**config.mk**
```make
export PLATFORM = sky130hd
export DESIGN_NAME = bus_addr_decoder
export DESIGN_NICKNAME = d
export VERILOG_FILES = /design/src/rtl/bus_addr_decoder_pkg.sv /design/src/rtl/addr_dec_bank_reg.sv /design/src/rtl/addr_dec_region.sv /design/src/rtl/addr_dec_slot_sel.sv /design/src/rtl/bus_addr_decoder.sv
export SDC_FILE = /design/constraint.sdc
export NUM_CORES = 1
export LEC_CHECK = 0
export CELL_PAD_IN_SITES_DETAIL_PLACEMENT = 1
export CELL_PAD_IN_SITES_GLOBAL_PLACEMENT = 2
export CORE_MARGIN = 4
export CORE_UTILIZATION = 13
export DETAILED_ROUTE_END_ITERATION = 6
export PLACE_DENSITY_LB_ADDON = 0.1
export SKIP_LAST_GASP = 1
export SLEW_MARGIN = 5
export SYNTH_ARGS = -nofsm -noshare
export SYNTH_HDL_FRONTEND = slang
export SYNTH_SLANG_ARGS = --single-unit
```
**constraint.sdc**
```tcl
create_clock -name clk -period 2.5 [get_ports clk]
set_clock_uncertainty 0.1 [all_clocks]
set_input_delay 0.5 -clock clk [delete_from_list [all_inputs] [get_ports clk]]
set_output_delay 0.5 -clock clk [all_outputs]
set_load 0.1 [all_outputs]
```
**src/rtl/bus_addr_decoder_pkg.sv**
```systemverilog
package bus_addr_decoder_pkg;

    localparam int PAGE_W    = 4;
    localparam int SLOT_W    = 3;
    localparam int ADDR_HI_W = PAGE_W + SLOT_W;
    localparam int NUM_SLOTS = 1 << SLOT_W;
    localparam int BANK_W    = 2;
    localparam int CFG_W     = 2 * BANK_W + 1;

    localparam logic [PAGE_W-1:0] IO_PAGE        = 4'hB;
    localparam logic [PAGE_W-1:0] ROM_FIRST_PAGE = 4'hC;

    typedef enum logic [1:0] {
        RGN_RAM = 2'd0,
        RGN_IO  = 2'd1,
        RGN_ROM = 2'd2
    } region_e;

    typedef struct packed {
        logic [BANK_W-1:0] rom_bank;
        logic [BANK_W-1:0] ram_bank;
        logic              rom_off;
    } bank_cfg_t;

    typedef struct packed {
        logic ram;
        logic io;
        logic rom;
    } region_hit_t;

    function automatic region_e classify(input logic [PAGE_W-1:0] pg,
                                         input logic rom_off);
        if (pg == IO_PAGE)
            return RGN_IO;
        if ((pg >= ROM_FIRST_PAGE) && !rom_off)
            return RGN_ROM;
        return RGN_RAM;
    endfunction

endpackage

```
**src/rtl/addr_dec_bank_reg.sv**
```systemverilog
module addr_dec_bank_reg
    import bus_addr_decoder_pkg::*;
(
    input  logic             clk,
    input  logic             rst,
    input  logic             load,
    input  logic [CFG_W-1:0] wdata,
    output bank_cfg_t        cfg
);

    bank_cfg_t cfg_q;

    always_ff @(posedge clk) begin
        if (rst)
            cfg_q <= '0;
        else if (load)
            cfg_q <= bank_cfg_t'(wdata);
    end

    assign cfg = cfg_q;

endmodule

```
**src/rtl/addr_dec_region.sv**
```systemverilog
module addr_dec_region
    import bus_addr_decoder_pkg::*;
(
    input  logic [PAGE_W-1:0] page,
    input  logic              rom_off,
    output region_hit_t       hit
);

    region_e rgn;

    always_comb begin
        rgn     = classify(page, rom_off);
        hit     = '0;
        unique case (rgn)
            RGN_IO:  hit.io  = 1'b1;
            RGN_ROM: hit.rom = 1'b1;
            default: hit.ram = 1'b1;
        endcase
    end

endmodule

```
**src/rtl/addr_dec_slot_sel.sv**
```systemverilog
module addr_dec_slot_sel
    import bus_addr_decoder_pkg::*;
(
    input  logic                 en,
    input  logic [SLOT_W-1:0]    slot,
    output logic [NUM_SLOTS-1:0] sel_n
);

    for (genvar k = 0; k < NUM_SLOTS; k++) begin : g_slot
        assign sel_n[k] = !(en && (slot == SLOT_W'(k)));
    end

endmodule

```
**src/rtl/bus_addr_decoder.sv**
```systemverilog
module bus_addr_decoder
    import bus_addr_decoder_pkg::*;
(
    input  logic                 clk,
    input  logic                 rst,
    input  logic                 cfg_load,
    input  logic [CFG_W-1:0]     cfg_data,
    input  logic [ADDR_HI_W-1:0] a_hi,
    input  logic                 rd_nwr,
    input  logic                 phi2,
    output logic                 ram_cs_n,
    output logic                 ram_we_n,
    output logic [BANK_W-1:0]    ram_bank,
    output logic                 rom_ce_n,
    output logic                 rom_oe_n,
    output logic [BANK_W-1:0]    rom_bank,
    output logic [NUM_SLOTS-1:0] io_sel_n
);

    bank_cfg_t   cfg;
    region_hit_t hit;
    logic [PAGE_W-1:0] page;
    logic [SLOT_W-1:0] slot;
    logic              a14;

    assign page = a_hi[ADDR_HI_W-1 -: PAGE_W];
    assign slot = a_hi[SLOT_W-1:0];
    assign a14  = a_hi[ADDR_HI_W-2];

    addr_dec_bank_reg u_cfg (
        .clk   (clk),
        .rst   (rst),
        .load  (cfg_load),
        .wdata (cfg_data),
        .cfg   (cfg)
    );

    addr_dec_region u_region (
        .page    (page),
        .rom_off (cfg.rom_off),
        .hit     (hit)
    );

    addr_dec_slot_sel u_slots (
        .en    (hit.io),
        .slot  (slot),
        .sel_n (io_sel_n)
    );

    // RAM select is qualified by phase 2; ROM and I/O are not.
    assign ram_cs_n = !(hit.ram && phi2);
    assign ram_we_n = rd_nwr;
    assign rom_oe_n = !hit.rom;
    assign rom_ce_n = !(hit.rom && a14 && rd_nwr);
    assign ram_bank = cfg.ram_bank;
    assign rom_bank = cfg.rom_bank;

endmodule

```
== After elaboration in Yosys (flattened, before gate mapping) ==
Index checks and enable logic that the tools add are counted.

* Logic and storage cells: 50
* Register bits: 5

* Mux-type cells: 10
* Reduce and logical (&&, ||, !) cells: 26
* Order comparisons: 1
* Equal/unequal tests: 10

{| class="wikitable"
|+ Operators by type and width
! cell !! count
|-
| 3-bit == test (second input constant) || 4
|-
| 1-bit logical AND || 12
|-
| 1-bit logical NOT || 12
|-
| 2-bit 2-to-1 mux || 4
|-
| 3-bit by 2-bit == test with 1-bit output (second input constant) || 2
|-
| 1-bit 2-to-1 mux || 6
|-
| 4-bit == test (second input constant) || 1
|-
| 4-bit greater-or-equal comparator (second input constant) || 1
|-
| 3-bit by 1-bit == test with 1-bit output (second input constant) || 1
|-
| 3-bit logical NOT || 1
|-
| 2-bit by 1-bit == test with 1-bit output (second input constant) || 1
|-
| 2-bit == test (second input constant) || 1
|-
| 2-bit OR reduction || 1
|}

== Depth between registers and ports, before layout ==
Gate-level depths: netlist (run 1).

* Word-level depth: 11
* Mapped depth: 3
* Mapped depth without buffers: 2

== Cells and area by module ==
A second synthesis (run 1) with hierarchy kept.

* Cells, all modules: 31
* Area total of the unflattened synthesis: 301.5 um^2

{| class="wikitable"
|+ Modules (own cells, without submodules)
! module !! instances !! area each (um^2) !! cells an instance
|-
| addr_dec_bank_reg || 1 || 180.2 || 16
|-
| addr_dec_slot_sel || 1 || 76.3 || 8
|-
| addr_dec_region || 1 || 25.0 || 3
|-
| bus_addr_decoder || 1 || 20.0 || 4
|}

== Worst setup path before layout (run 1) ==
OpenSTA, ideal clock, no wires.

* Path kind: input to output
* From: input a_hi[5]
* To: output ram_cs_n
* Stages on the path: 2
* Arrival time: 1.943 ns
* Setup slack: -0.043 ns
* Required time: 1.900 ns
* Cells stage by stage: nand3b_1 > nand3b_4

* Word-level cells in the longest chain between the ends: 11

{| class="wikitable"
|+ RTL lines
! item !! line !! text
|-
| start: declaration || bus_addr_decoder.sv:8 || <nowiki>input logic [ADDR_HI_W-1:0] a_hi,</nowiki>
|-
| 4-bit greater-or-equal comparator || bus_addr_decoder_pkg.sv:35 || <nowiki>if ((pg >= ROM_FIRST_PAGE) && !rom_off)</nowiki>
|-
| 1-bit logical AND || bus_addr_decoder_pkg.sv:35 ||
|-
| 1-bit 2-to-1 mux (2 in a row) || bus_addr_decoder_pkg.sv:35 ||
|-
| 2-bit 2-to-1 mux || bus_addr_decoder_pkg.sv:37 || <nowiki>return RGN_RAM;</nowiki>
|-
| 2-bit 2-to-1 mux * || bus_addr_decoder_pkg.sv:35 ||
|-
| 2-bit by 1-bit == test with 1-bit output / 2-bit == test (equally long branches) || addr_dec_region.sv:14 || <nowiki>unique case (rgn)</nowiki>
|-
| 2-bit OR reduction (no line) * || -- ||
|-
| 1-bit 2-to-1 mux * || addr_dec_region.sv:14 ||
|-
| 1-bit logical AND * || bus_addr_decoder.sv:51 || <nowiki>assign ram_cs_n = !(hit.ram && phi2);</nowiki>
|-
| 1-bit logical NOT * || bus_addr_decoder.sv:51 ||
|-
| end: declaration || bus_addr_decoder.sv:11 || <nowiki>output logic ram_cs_n,</nowiki>
|}

Every way passes the cells marked *; elsewhere a longest branch is shown, timed or not. The select of a mux whose other input is x is not followed.

== Final worst setup path (run 1) ==
* From: input a_hi[5]
* To: output io_sel_n[7]

* Word-level cells in the longest chain between the ends: 10

{| class="wikitable"
|+ RTL lines
! item !! line !! text
|-
| 4-bit greater-or-equal comparator || bus_addr_decoder_pkg.sv:35 ||
|-
| 1-bit logical AND || bus_addr_decoder_pkg.sv:35 ||
|-
| 1-bit 2-to-1 mux (2 in a row) || bus_addr_decoder_pkg.sv:35 ||
|-
| 2-bit 2-to-1 mux || bus_addr_decoder_pkg.sv:37 ||
|-
| 2-bit 2-to-1 mux * || bus_addr_decoder_pkg.sv:35 ||
|-
| 2-bit by 1-bit == test with 1-bit output * || addr_dec_region.sv:14 ||
|-
| 1-bit 2-to-1 mux * || addr_dec_region.sv:14 ||
|-
| 1-bit logical AND * || addr_dec_slot_sel.sv:10 || <nowiki>assign sel_n[k] = !(en && (slot == SLOT_W'(k)));</nowiki>
|-
| 1-bit logical NOT * || addr_dec_slot_sel.sv:10 ||
|-
| end: declaration || bus_addr_decoder.sv:17 || <nowiki>output logic [NUM_SLOTS-1:0] io_sel_n</nowiki>
|}

Marked as above.

==> metrics.md, run 1 <==
| Metric | Value |
|---|---|
| Root Buffer | `clkbuf_4` |
| Starting density of the core | `0.138` |
| Unrepaired setup endpoints after global routing | `false` |
| Arr. time, crit path | `1.73 ns` |
| Crit share post-route | `0.934` |
| Die footprint | `3210 µm²` |
| First-pass GRT wire length | `1.86 mm` |
| Max FFs per register | `5` |
| Residual DRC | `0` |
| Reg area | `100 µm²` |
| Clock Path Buffers | `2` |
| PortBufs | `32` |
| # setup viols final | `0` |
| Synth Net Count | `50` |
| Post-synthesis instance total | `33` |
| CTS clk-pin slew, worst paths | `0.04 ns` |
| CTS H-tree lvls | `1` |
| Netlist cell types | `13` |
| CP max-delay cell | `clkdlybuf4s50_1` |
| Worst Path Max Fanout | `9` |
| Pin count of the biggest net entering global routing | `10` |
| CTS tree | `yes` |
| Clk Latency, worst-skew pair | `0.24 ns` |
| Crit path buffers/inverters | `2` |
| Worst reg2reg path startpoint | `u_cfg.cfg[1]` |
| Total track usage | `0.0759` |
| Cell area after synthesis | `308 µm²` |
| CP endpoint | `io_sel_n[7]` |
| Ys Warns | `0` |
| DRT iter0 DRCs | `3` |
| Core area | `2230 µm²` |
| Post-synthesis xor/xnor area fraction | `0` |
| Crit path required time | `1.90 ns` |
| Cell area after layout | `777 µm²` |
| Worst path cell trace | `clkdlybuf4s50_1 > and4b_2 > nand4_1 > buf_12` |
| F_max | `428 MHz` |
| Clock sink count | `5` |
| Max incr delay on CP | `0.44 ns` |
| # rows | `17` |
| Vias in the first global route | `387` |
| Worst-Margin Slew | `0.297 ns` |
| Post-synth top area cell | `dfxtp_1` |
| DIE WIDTH | `56.7 µm` |
| Status | `complete, no violations` |
| Via count | `358` |
| Power density cells | `405 nW/µm²` |
| Pre-Repair DR Iteration Count | `2` |
| Ant. Diodes | `0` |
| RePlAce Congestion | `0.654` |
| Detailed Place HPWL | `923 µm` |
| Multiplexer share of the synthesized area | `0.163` |
| R2R depth | `2` |
| R2r setup slk | `1.81 ns` |
| Hold Path Class | `flip-flop to flip-flop` |
| Power, Total | `0.000315 W` |
| Ranking of synthesized cells by area | `dfxtp_1, mux2i_1, nand3b_1, nor2_1, nand3b_4` |
| Cts bufs inserted | `3` |
| Largest family of logic cells by synthesized area | `simple AND/OR/NAND/NOR gates` |
| Worst R2R End | `u_cfg.cfg[1]` |
| Post-synthesis sequential area ratio | `0.325` |
| Post-layout util | `0.348` |
| Post-synthesis adder-cell area fraction | `0` |
| Vias per cell | `3.81` |
| I/O pins | `33` |
| Startpoint types | `primary input` |
| Worst vdd ir | `0.237 mV` |
| Complex-gate fraction of the synthesized area | `0` |
| Synth-to-Final Area Change | `152%` |
| DRT Wirelength | `1.06 mm` |
| Slew headroom | `0.801` |
| Leakage power | `0.332 nW` |
| Nets | `84` |
| Share of layout cells above drive strength 1 | `0.318` |
| Wire per inst | `11.3 µm` |
| Setup crit end kind | `primary output` |
| Worst path top cell family by delay | `buffers and inverters` |
| Post-Synth Simple-Gate Area | `0.435` |
| Final hold violations | `0` |
| Final ANT Viol Nets | `0` |
| Die height | `56.7 µm` |
| Seq cells post-synth | `5` |
| CP Depth | `4` |
| Multi-input gate area | `185 µm²` |
| Critical path class | `primary input to primary output` |
| Critical Path Start | `a_hi[5]` |
| Setup Buffers After CTS | `0` |
| Filler cell count | `250` |
| Yosys top cell area share | `0.325` |
| Max Cap Viol | `0` |
| Initial antenna violation count | `0` |
| Mean Syn Cell Area | `9.33 µm²` |
| Hold Worst Slack | `0.397 ns` |
| Slew Limit Fails | `0` |
| GRT Residual Overflow | `0` |
| Placed Area | `749 µm²` |
| Fin crit period | `2.33 ns` |
where the power goes:
group | internal (W) | switching, W
sequential | 0.0000848 | 0.00000237
clock | 0.0000603 | 0.0000328
combinational | 0.0000529 | 0.0000819
layer usage:
metal	vias to the layer above	track usage	part of all wire
met1	157	0.0892	0.42
met3	0	0.0345	0.073
li1	183	-	-
met2	18	0.119	0.51
met4	0	0.0305	0
met5	-	0	0
synthesized netlist by cell type:
| cell type | number |
|---|---|
| nor2_1 | 6 |
| buf_6 | 1 |
| nor2b_1 | 2 |
| mux2i_1 | 5 |
| nand4b_1 | 2 |
| nand4_1 | 1 |
| buf_4 | 1 |
| dfxtp_1 | 5 |
| nand3b_4 | 1 |
| and4b_1 | 1 |
| nand3_1 | 3 |
| buf_2 | 1 |
| nand3b_1 | 4 |
cell type report:
cell class                 count  share of cell area
tap                           28              0.0451
clock buffer                   4              0.0338
timing repair buffer          32               0.554
sequential                     5               0.129
multi-input combinational     25               0.238
cell families after synthesis:
group                  after synthesis
buffers and inverters                3
multiplexers                         5
flip-flops                           5
AND/OR/NAND/NOR                     20
through the flow:
step / cells / TNS (ns) / setup slack [ns]
6_report: 94 / 0 / 0.165
5_1_grt: 94 / 0 / 0.0732
4_1_cts: 94 / 0 / 0.0696
3_5_place_dp: 90 / 0 / 0.0842
3_3_place_gp: 90 / 0 / 0.0827
2_1_floorplan: 33 / -0.0425 / -0.0425
how the worst min path moves through the flow:
stage	from	endpoint	slack [ns]	cells after the start
2_1_floorplan	u_cfg.cfg[0]	u_cfg.cfg[0]	0.36	2
3_3_place_gp	u_cfg.cfg[2]	u_cfg.cfg[2]	0.38	2
3_5_place_dp	u_cfg.cfg[4]	u_cfg.cfg[4]	0.39	2
4_1_cts	u_cfg.cfg[4]	u_cfg.cfg[4]	0.41	2
5_1_grt	u_cfg.cfg[2]	u_cfg.cfg[2]	0.44	2
6_report	u_cfg.cfg[4]	u_cfg.cfg[4]	0.40	2
cells in the final DEF (no fill, tap or decap):
cell type | netlist | routed
nor2_1 | 6 | 6
dfxtp_1 | 5 | 5
and4b_2 | 0 | 1
clkbuf_1 | 0 | 1
nand3_1 | 3 | 3
nand3b_1 | 4 | 4
nand4_1 | 1 | 1
nand4b_1 | 2 | 2
nor2b_1 | 2 | 2
clkbuf_4 | 0 | 3
clkdlybuf4s50_1 | 0 | 16
mux2i_1 | 5 | 5
buf_12 | 0 | 12
nand3b_4 | 1 | 1
buf_4 | 1 | 4
worst register-to-register path: cells and delay by family, from the launching register on:
family / cells / cell delay, ns
mux: 1 / 0.12
simple gates: 1 / 0.05
flops: 1 / 0.30
timing repair:
item | 4_1_cts | 5_1_grt
hold buffers | 0 | 0
endpoints found under the setup margin | 0 | 2
gates resized for setup | 0 | 1
Power figures use the tool's default switching activity.
==> run 2, diff against run 1 <==
--- a/config.mk
+++ b/config.mk
@@ -7,8 +7,9 @@
 export LEC_CHECK = 0
 export CELL_PAD_IN_SITES_DETAIL_PLACEMENT = 1
 export CELL_PAD_IN_SITES_GLOBAL_PLACEMENT = 2
-export CORE_MARGIN = 4
+export CORE_MARGIN = 2
 export CORE_UTILIZATION = 13
+export CTS_CLUSTER_DIAMETER = 200
 export DETAILED_ROUTE_END_ITERATION = 6
 export PLACE_DENSITY_LB_ADDON = 0.1
 export SKIP_LAST_GASP = 1
==> metrics.md, run 2 (synthesis results as in run 1) <==
| Metric | Value |
|---|---|
| Hold Path Class | `flip-flop to flip-flop (unchanged)` |
| Gates resized, CTS repair | `0 (unchanged)` |
| Root Buffer | `clkbuf_4 (unchanged)` |
| R2R depth | `2 (unchanged)` |
| Max FFs per register | `5 (unchanged)` |
| Share of layout cells above drive strength 1 | `0.318 (unchanged)` |
| GRT Residual Overflow | `0 (unchanged)` |
| I/O pins | `33 (unchanged)` |
| Pre-Repair DR Iteration Count | `2 (unchanged)` |
| Detailed Place HPWL | `857 µm (was 923 µm)` |
| Status | `complete, no violations (unchanged)` |
| Finished Layout Cells | `94 (unchanged)` |
| CTS Hold Bufs | `0 (unchanged)` |
| DRT Wirelength | `996 µm (was 1.06 mm)` |
| Final ANT Viol Nets | `0 (unchanged)` |
| Clock Path Buffers | `2 (unchanged)` |
| Placed cell count | `90 (unchanged)` |
| Slew Limit Fails | `0 (unchanged)` |
| Final WS setup | `0.157 ns (was 0.165 ns)` |
| PortBufs | `32 (unchanged)` |
| CTS tree | `yes (unchanged)` |
| Critical path class | `primary input to primary output (unchanged)` |
| Final hold violations | `0 (unchanged)` |
| Crit share post-route | `0.937 (was 0.934)` |
| RePlAce Congestion | `0.633 (was 0.654)` |
| Ant. Diodes | `0 (unchanged)` |
| Hold Worst Slack | `0.395 ns (was 0.397 ns)` |
| Setup crit end kind | `primary output (unchanged)` |
| Power density cells | `407 nW/µm² (was 405 nW/µm²)` |
| Initial antenna violation count | `0 (unchanged)` |
| Internal | `0.000198 W (about the same)` |
| Leakage power | `0.332 nW (unchanged)` |
| Vias in the first global route | `351 (was 387)` |
| Sequential Power Share | `0.276 (was 0.277)` |
| NetSw | `0.000118 W (was 0.000117 W)` |
| Setup Buffers After CTS | `0 (unchanged)` |
| CTS H-tree lvls | `1 (unchanged)` |
| DRT iter0 DRCs | `1 (was 3)` |
| # setup viols final | `0 (unchanged)` |
| Via count | `363 (was 358)` |
| Starting density of the core | `0.138 (unchanged)` |
| Power, Total | `0.000316 W (was 0.000315 W)` |
| Worst vdd ir | `0.253 mV (was 0.237 mV)` |
| F_max | `427 MHz (was 428 MHz)` |
| Cells on Worst Hold Path | `2 (unchanged)` |
| Die height | `52.7 µm (was 56.7 µm)` |
| Synth-to-Final Area Change | `152% (unchanged)` |
| Max Cap Viol | `0 (unchanged)` |
| DIE WIDTH | `52.7 µm (was 56.7 µm)` |
| # rows | `17 (unchanged)` |
| Nets | `84 (unchanged)` |
| Setup WS pre-CTS | `0.0889 ns (was 0.0842 ns)` |
| First-pass GRT wire length | `1.62 mm (was 1.86 mm)` |
| Most frequent cells in the layout | `clkdlybuf4s50_1, buf_12, nor2_1 (unchanged)` |
| Net Sw Frac | `0.374 (was 0.372)` |
| Startpoint types | `primary input (unchanged)` |
| Clock power share | `0.299 (was 0.295)` |
| Vias per cell | `3.86 (was 3.81)` |
| Commonest non-fill, non-tap cell in the layout | `clkdlybuf4s50_1 (unchanged)` |
| Pin count of the biggest net entering global routing | `10 (unchanged)` |
| Unrepaired setup endpoints after global routing | `false (unchanged)` |
| Total track usage | `0.0815 (was 0.0759)` |
| Wire per inst | `10.6 µm (was 11.3 µm)` |
| Residual DRC | `0 (unchanged)` |
| Worst-Margin Slew | `0.289 ns (was 0.297 ns)` |
| Die footprint | `2770 µm² (was 3210 µm²)` |
| Worst Path Max Fanout | `9 (unchanged)` |
| Cts bufs inserted | `3 (unchanged)` |
| Setup TNS | `0 ns (unchanged)` |
| Slew headroom | `0.807 (was 0.801)` |
| Clk Latency, worst-skew pair | `0.24 ns (about the same)` |
| Fin crit period | `2.34 ns (was 2.33 ns)` |
| R2r setup slk | `1.80 ns (was 1.81 ns)` |
| CTS clk-pin slew, worst paths | `0.04 ns (about the same)` |
| Clock sink count | `5 (unchanged)` |
| Arr. time, crit path | `1.74 ns (was 1.73 ns)` |
| Crit path required time | `1.90 ns (about the same)` |
| Comb pwr share | `0.425 (was 0.428)` |
| Core area | `2230 µm² (unchanged)` |
[run 2: path summary, 6_finish.rpt]
check | startpoint | endpoint
setup / recovery | a_hi[5] | io_sel_n[7]
hold / removal | u_cfg.cfg[4] | u_cfg.cfg[4]
setup reg to reg | u_cfg.cfg[0] | u_cfg.cfg[0]
hold reg to reg | u_cfg.cfg[4] | u_cfg.cfg[4]
[run 2: worst max-delay path, cell delays in order]
cell and delay, ns:
clkdlybuf4s50_1 0.44, and4b_2 0.40, nand4_1 0.18, buf_12 0.21
[run 2: power by group through the flow]
stage	Combinational, W	Sequential (W)	Clock, W
6_report	0.000134	0.0000874	0.0000944
5_1_grt	0.000140	0.0000881	0.000105
4_1_cts	0.000136	0.0000875	0.000100
3_5_place_dp	0.000135	0.0000888	0
3_3_place_gp	0.000135	0.0000888	0
2_1_floorplan	0.0000523	0.000116	0
[run 2: stage by stage]
stage	instance area, µm²	utilization
after floorplan	308	-
after global placement	749	0.336
after detailed placement	749	0.336
after CTS	776	0.347
after global routing	777	0.348
final	777	0.348
[run 2: layer usage]
| layer | wire length, µm | global-route usage | share of wire |
|---|---|---|---|
| met1 | 382 | 0.0988 | 0.38 |
| met2 | 496 | 0.119 | 0.50 |
| met3 | 110 | 0.0314 | 0.11 |
| met4 | 6 | 0.0513 | 0.0060 |
| met5 | 0 | 0 | 0 |
[run 2: layout make-up]
class | instances | area, µm²
fill | 250 | 1460
timing repair buffer | 32 | 430
multi-input combinational | 25 | 185
sequential | 5 | 100
tap | 28 | 35.0
clock buffer | 4 | 26.3
==> run 3, diff against run 2 <==
--- a/config.mk
+++ b/config.mk
@@ -12,7 +12,7 @@
 export CTS_CLUSTER_DIAMETER = 200
 export DETAILED_ROUTE_END_ITERATION = 6
 export PLACE_DENSITY_LB_ADDON = 0.1
-export SKIP_LAST_GASP = 1
+export SKIP_CTS_REPAIR_TIMING = 1
 export SLEW_MARGIN = 5
 export SYNTH_ARGS = -nofsm -noshare
 export SYNTH_HDL_FRONTEND = slang
==> results of run 3 <==
No change in the layout: final DEF, timing and power equal those of run 2.
